--- src/rtl/arith_coproc_pkg.sv ---
package arith_coproc_pkg;

  localparam logic [1:0] SEL_STAT = 2'd0;
  localparam logic [1:0] SEL_PTR  = 2'd1;
  localparam logic [1:0] SEL_DATA = 2'd2;

  // strobes from the sequencer to the datapath
  typedef struct packed {
    logic wrByte;   // data-port write at the pointer address
    logic loadDiv;  // capture operands, start iterations
    logic zeroDiv;  // zero divisor: force results to zero
    logic step;     // one shift-subtract iteration
    logic last;     // final iteration: commit signed results
  } ctrlStrobes_t;

endpackage

--- src/rtl/arith_coproc_ctrl.sv ---
module arith_coproc_ctrl
  import arith_coproc_pkg::*;
#(
  parameter int PTR_W = 5,
  parameter int ITER  = 32
) (
  input  logic             clk,
  input  logic             rstN,
  input  logic             wrEn,
  input  logic             rdEn,
  input  logic [1:0]       regSel,
  input  logic [PTR_W-1:0] wrLow,
  input  logic             dvsZero,
  output ctrlStrobes_t     stb,
  output logic [PTR_W-1:0] ptrQ,
  output logic [7:0]       statusByte
);

  localparam int CNT_W = $clog2(ITER);

  logic             busyQ, eodQ, dbzQ;
  logic [CNT_W-1:0] iterCnt;
  logic             startReq, dataAcc, lastIter;

  assign startReq = wrEn && (regSel == SEL_STAT) && wrLow[0] && !busyQ;
  assign dataAcc  = (wrEn || rdEn) && (regSel == SEL_DATA);
  assign lastIter = busyQ && (iterCnt == CNT_W'(ITER - 1));

  always_comb begin
    stb.wrByte  = wrEn && (regSel == SEL_DATA);
    stb.loadDiv = startReq && !dvsZero;
    stb.zeroDiv = startReq && dvsZero;
    stb.step    = busyQ;
    stb.last    = lastIter;
  end

  always_ff @(posedge clk or negedge rstN) begin
    if (!rstN) begin
      ptrQ <= '0;
    end else if (wrEn && (regSel == SEL_PTR)) begin
      ptrQ <= wrLow;
    end else if (dataAcc) begin
      ptrQ <= ptrQ + 1'b1;
    end
  end

  always_ff @(posedge clk or negedge rstN) begin
    if (!rstN) begin
      busyQ   <= 1'b0;
      eodQ    <= 1'b1;
      dbzQ    <= 1'b0;
      iterCnt <= '0;
    end else if (stb.loadDiv) begin
      busyQ   <= 1'b1;
      eodQ    <= 1'b0;
      dbzQ    <= 1'b0;
      iterCnt <= '0;
    end else if (stb.zeroDiv) begin
      eodQ <= 1'b1;
      dbzQ <= 1'b1;
    end else if (lastIter) begin
      busyQ <= 1'b0;
      eodQ  <= 1'b1;
    end else if (busyQ) begin
      iterCnt <= iterCnt + 1'b1;
    end
  end

  assign statusByte = {5'b0, dbzQ, eodQ, busyQ};

endmodule

--- src/rtl/arith_coproc_dp.sv ---
module arith_coproc_dp
  import arith_coproc_pkg::*;
#(
  parameter int OPW   = 16,
  parameter int PTR_W = 5
) (
  input  logic             clk,
  input  logic             rstN,
  input  ctrlStrobes_t     stb,
  input  logic [PTR_W-1:0] addr,
  input  logic [7:0]       wrData,
  output logic [7:0]       rdByte,
  output logic             dvsZero
);

  localparam int DW     = 2 * OPW;
  localparam int OPB    = OPW / 8;
  localparam int BASE_A = 0;
  localparam int BASE_B = OPB;
  localparam int BASE_D = 4 * OPB;
  localparam int BASE_V = 6 * OPB;
  localparam int WIN_W  = 10 * OPW;
  localparam int NBYTES = WIN_W / 8;

  logic [OPW-1:0] opA, opB, dvs, rem;
  logic [DW-1:0]  dvd, quot;
  logic signed [DW-1:0] prod;

  // iteration state
  logic [DW-1:0]  nReg;
  logic [OPW-1:0] pReg, dMag;
  logic           negQ, negR;

  logic [OPW:0]   shifted, nextPw;
  logic [DW-1:0]  nextN;
  logic           fits;
  logic [WIN_W-1:0] window;
  int             addrI;

  assign prod    = $signed(opA) * $signed(opB);
  assign dvsZero = (dvs == '0);
  assign addrI   = int'(addr);

  always_comb begin
    shifted = {pReg, nReg[DW-1]};
    fits    = shifted >= {1'b0, dMag};
    nextPw  = fits ? (shifted - {1'b0, dMag}) : shifted;
    nextN   = {nReg[DW-2:0], fits};
  end

  // operand bytes
  always_ff @(posedge clk or negedge rstN) begin
    if (!rstN) begin
      opA <= '0;
      opB <= '0;
      dvd <= '0;
      dvs <= '0;
    end else if (stb.wrByte) begin
      if (addrI < BASE_B)
        opA[OPW-1-8*(addrI-BASE_A) -: 8] <= wrData;
      else if (addrI < 2 * OPB)
        opB[OPW-1-8*(addrI-BASE_B) -: 8] <= wrData;
      else if (addrI >= BASE_D && addrI < BASE_V)
        dvd[DW-1-8*(addrI-BASE_D) -: 8] <= wrData;
      else if (addrI >= BASE_V && addrI < BASE_V + OPB)
        dvs[OPW-1-8*(addrI-BASE_V) -: 8] <= wrData;
    end
  end

  // division loop on magnitudes
  always_ff @(posedge clk or negedge rstN) begin
    if (!rstN) begin
      nReg <= '0;
      pReg <= '0;
      dMag <= '0;
      negQ <= 1'b0;
      negR <= 1'b0;
      quot <= '0;
      rem  <= '0;
    end else if (stb.loadDiv) begin
      nReg <= dvd[DW-1] ? (~dvd + 1'b1) : dvd;
      dMag <= dvs[OPW-1] ? (~dvs + 1'b1) : dvs;
      pReg <= '0;
      negQ <= dvd[DW-1] ^ dvs[OPW-1];
      negR <= dvd[DW-1];
    end else if (stb.zeroDiv) begin
      quot <= '0;
      rem  <= '0;
    end else if (stb.step) begin
      nReg <= nextN;
      pReg <= OPW'(nextPw);
      if (stb.last) begin
        quot <= negQ ? (~nextN + 1'b1) : nextN;
        rem  <= negR ? (~OPW'(nextPw) + 1'b1) : OPW'(nextPw);
      end
    end
  end

  assign window = {opA, opB, prod, dvd, dvs, quot, rem};

  always_comb begin
    rdByte = 8'h00;
    if (addrI < NBYTES)
      rdByte = window[WIN_W-1-8*addrI -: 8];
  end

endmodule

--- src/rtl/arith_coproc.sv ---
module arith_coproc
  import arith_coproc_pkg::*;
#(
  parameter int OPW   = 16,
  parameter int PTR_W = 5
) (
  input  logic       clk,
  input  logic       rstN,
  input  logic       wrEn,
  input  logic       rdEn,
  input  logic [1:0] regSel,
  input  logic [7:0] wrData,
  output logic [7:0] rdData
);

  ctrlStrobes_t     stb;
  logic [PTR_W-1:0] ptrQ;
  logic [7:0]       statusByte, dpByte;
  logic             dvsZero;
  logic             busyS, eodS, dbzS;

  arith_coproc_ctrl #(.PTR_W(PTR_W), .ITER(2 * OPW)) uCtrl (
    .clk(clk), .rstN(rstN), .wrEn(wrEn), .rdEn(rdEn), .regSel(regSel),
    .wrLow(wrData[PTR_W-1:0]), .dvsZero(dvsZero), .stb(stb),
    .ptrQ(ptrQ), .statusByte(statusByte)
  );

  arith_coproc_dp #(.OPW(OPW), .PTR_W(PTR_W)) uDp (
    .clk(clk), .rstN(rstN), .stb(stb), .addr(ptrQ), .wrData(wrData),
    .rdByte(dpByte), .dvsZero(dvsZero)
  );

  assign busyS = statusByte[0];
  assign eodS  = statusByte[1];
  assign dbzS  = statusByte[2];

  always_comb begin
    case (regSel)
      SEL_STAT: rdData = statusByte;
      SEL_PTR:  rdData = 8'(ptrQ);
      SEL_DATA: rdData = dpByte;
      default:  rdData = 8'h00;
    endcase
  end

endmodule

--- config.mk ---
export PLATFORM = sky130hd
export DESIGN_NAME = arith_coproc
export DESIGN_NICKNAME = d
export VERILOG_FILES = /design/src/rtl/arith_coproc_pkg.sv /design/src/rtl/arith_coproc_ctrl.sv /design/src/rtl/arith_coproc_dp.sv /design/src/rtl/arith_coproc.sv
export SDC_FILE = /design/constraint.sdc
export NUM_CORES = 1
export LEC_CHECK = 0
export CAP_MARGIN = 5
export CORE_UTILIZATION = 35
export CTS_CLUSTER_DIAMETER = 60
export DETAILED_ROUTE_END_ITERATION = 8
export MAX_ROUTING_LAYER = met4
export PLACE_DENSITY = 0.47
export REMOVE_ABC_BUFFERS = 1
export SYNTH_ARGS = -nofsm -noshare
export SYNTH_HDL_FRONTEND = slang
export SYNTH_SLANG_ARGS = --single-unit
--- constraint.sdc ---
create_clock -name clk -period 11.7 [get_ports clk]
set_input_delay 2.34 -clock clk [delete_from_list [all_inputs] [get_ports clk]]
set_output_delay 2.34 -clock clk [all_outputs]
set_load 0.03 [all_outputs]
==> results.json <==
{
  "status": "completed",
  "drtAntennaViolNets": 0,
  "fp.coreArea_um2": 67160,
  "start_kind": "register",
  "placed_cells": 3472,
  "drive_gt1_frac": 0.06596,
  "cellLeakagePower_nw": 11.75,
  "ioPinCount": 22,
  "place_congestion": 0.9189,
  "rows": 95,
  "cts_buffers": 29,
  "yosys.area.top_type_share": 0.2223,
  "critical-path-slowest-cell": "clkdlybuf4s50_1",
  "r2r-end": "uDp.rem[14]",
  "power_frac_clock": 0.304,
  "r2r_slack_ps": 6760,
  "htreeDepth": 1,
  "setup_viol": 0,
  "synth_edf_count": 0,
  "cap_violations": 0,
  "drc": 0,
  "drtPass1Iterations": 5,
  "maxSlewViolCount": 0,
  "syn_to_final_growth_pct": 8.389,
  "syn_area_um2": 23770,
  "worst_skew_pair.late_latency_ps": 580,
  "end_kind": "output pin",
  "ctsResizeCount": 0,
  "cp_data_required_time_ps": 9360,
  "worstPathMaxFanout": 18,
  "synth_top_family_by_area": "adder cells",
  "rsz0062_at_grt": "no",
  "synthAdderAreaFrac": 0.2923,
  "die-height_um": 262.6,
  "worstPathArrival_ps": 8920,
  "cts.clk_slew.worst_paths_ps": 60,
  "grt_pass1_wl_um": 115500,
  "track_usage": 0.2196,
  "route.vias.total": 18823,
  "grt_overflow": 0,
  "synth_compound_area_frac": 0.1261,
  "min_delay_path_depth": 2,
  "reg2reg_depth": 13,
  "async_reset_ff_frac": 1.000,
  "postSynthCellCount": 2690,
  "synth.top_cells.by_count": "nand2_1 (421), inv_1 (381), fa_1 (264), o21ai_0 (221), dfrtp_1 (206)",
  "power.density_nw_per_um2": 115.3,
  "peakVddDrop_v": 0.0001232,
  "yosysUniqueCellTypes": 85,
  "dpl.hpwl_um": 55750,
  "comb_power_share": 0.378,
  "hold_end": "uCtrl.eodQ",
  "critPathLaunch": "uDp.opB[3]",
  "grt_pass1_vias": 19469,
  "critical_path_depth": 22,
  "clockBufferDepth": 3,
  "max_freq_mhz": 88.81,
  "synth_warnings": 0,
  "r2r-start": "uDp.pReg[2]",
  "yosys.area_share.simple": 0.1754,
  "critical_path_class": "reg2out",
  "ctsHoldBuffers": 0,
  "hold_viol_final": 0,
  "path_common_cell": "fa_1",
  "p_seq_frac": 0.318,
  "ys_seq_area_frac": 0.2179,
  "clock_skew_ps": 15.07,
  "min_from": "uCtrl.eodQ",
  "drt_wl_total_um": 72090,
  "die_area_um2": 68970,
  "synth_ff_type": "dfrtp_1",
  "critical_path_buf_inv_count": 5,
  "synth.area.top_cells": "fa_1 (22%), dfrtp_1 (22%), ha_1 (7.0%), nand2_1 (6.6%), inv_1 (6.0%)",
  "p_int_mw": 1.739,
  "muxShareOfSynthArea": 0.06084,
  "drt-initial-drc-count": 1178,
  "worstMarginPinSlew_ps": 1194,
  "p_switching_mw": 1.232,
  "fin_util": 0.3837,
  "initial_core_util": 0.3540,
  "path_cells": "and2_1 -> fa_1 -> inv_1 -> fa_1 -> clkinvlp_4 -> fa_1 -> fa_1 -> fa_1 -> inv_1 -> fa_1 -> inv_1 -> ha_1 -> a21o_1 -> a21o_1 -> a21o_1 -> a221o_1 -> a2111oi_1 -> nor2_1 -> xnor2_1 -> o221ai_1 -> a21oi_1 -> clkdlybuf4s50_1",
  "cts_root_buffer": "clkbuf_16",
  "final.min_clock_period_ps": 11260,
  "yosysMostFrequentCell": "nand2_1",
  "synth-xor-area-share": 0.04495,
  "cts_setup_buffers": 0,
  "ys_ff_latch": 207,
  "grt_antenna_before_repair": 2,
  "fin_nets": 3041,
  "die_x_um": 262.6,
  "whs_ps": 469.4,
  "yosys.area.top_type": "fa_1",
  "cts.sinks": 207,
  "io_buffers": 21,
  "critPathTopFamily": "adder cells",
  "layoutNonFillerInstCount": 3528,
  "cts_tree": "done",
  "maxSlewHeadroom": 0.1937,
  "cpPeakStageDelay_ps": 760,
  "hold_class": "reg2reg",
  "fin_crit_sh": 0.9623,
  "syn_avg_cell_area_um2": 8.837,
  "finalSetupTns_ps": 0,
  "grt_max_degree": 96,
  "fillCellCount": 6834,
  "via_per_inst": 5.335,
  "wl_per_cell_um": 20.43,
  "swShare": 0.4145
}
==> stage by stage <==
step	setup WS, ps	total power, mW	area [um^2]
floorplan	2117	1.652	23250
global placement	899.3	2.045	24770
detailed placement	713.1	2.063	24770
CTS	62.86	2.982	25750
global route	72.66	3.146	25770
finish	440.5	2.971	25770
==> sequential cells by signal (all words and copies together) (netlist names) <==
name / count
uCtrl.dbzQ: 1
uDp.dvs: 16
uDp.pReg: 16
uCtrl.busyQ: 1
uDp.dvd: 32
uDp.negR: 1
uDp.opA: 16
uDp.nReg: 32
uCtrl.ptrQ: 5
uCtrl.iterCnt: 5
uDp.rem: 16
uDp.quot: 32
uCtrl.eodQ: 1
uDp.negQ: 1
uDp.opB: 16
uDp.dMag: 16
==> power groups by stage <==
| stage | clock network, mW | registers (mW) | logic [mW] |
|---|---|---|---|
| 6_report | 0.902 | 0.945 | 1.12 |
| 5_1_grt | 0.954 | 0.962 | 1.23 |
| 4_1_cts | 0.924 | 0.945 | 1.11 |
| 3_5_place_dp | 0 | 0.957 | 1.11 |
| 3_3_place_gp | 0 | 0.954 | 1.09 |
| 2_1_floorplan | 0 | 0.934 | 0.718 |
==> worst min-delay path: stages (launching register included) <==
cell and delay, ps:
dfstp_2 370, inv_1 40, a21oi_1 50
==> worst max-delay path by stage <==
stage               slack (ps)        end
floorplan                 2120  rdData[7]
global placement           900  rdData[7]
detailed placement         710  rdData[7]
CTS                         60  rdData[7]
global route                70  rdData[3]
finish                     440  rdData[3]
==> metal layers <==
metal,vias up,wire (um),track usage
met1,9553,33120,0.3009
met5,-,0,-
met3,106,3589,0.02727
met2,423,33240,0.3415
met4,0,2145,0.06121
li1,8741,-,-
==> logic make-up (layout without fill, tap and decap cells) <==
group | after synthesis | in the layout
xor+xnor | 122 | 122
mux | 101 | 101
fa+ha+maj | 397 | 397
other cells | 0 | 2
compound gates | 480 | 480
flops | 207 | 207
simple gates | 863 | 863
buf+inv | 520 | 483
==> cells in the final DEF (no fill, tap or decap), drive strengths merged, types with 25 or more instances in the layout <==
cell type,synthesis,layout
mux2i,47,47
o21ai,227,227
xor2,48,48
nor3,25,25
xnor2,74,74
clkbuf,118,38
o31ai,31,31
nor2,84,84
ha,133,133
buf,20,27
fa,264,264
nand2,422,422
dfrtp,206,206
nand3,48,48
a21oi,63,63
inv,381,384
and2,135,135
mux4,32,32
==> area by class of cell <==
class | count | area (um^2) | area share
clock buffer | 38 | 809.5 | 0.03142
antenna | 2 | 5.005 | 0.0001942
sequential | 207 | 5185 | 0.2012
multi-input combinational | 1963 | 16650 | 0.6461
tap | 873 | 1092 | 0.04239
inverter | 382 | 1438 | 0.05579
timing repair buffer | 47 | 412.9 | 0.01602
clock inverter | 16 | 177.7 | 0.006895
(Power assumes the default switching activity.)
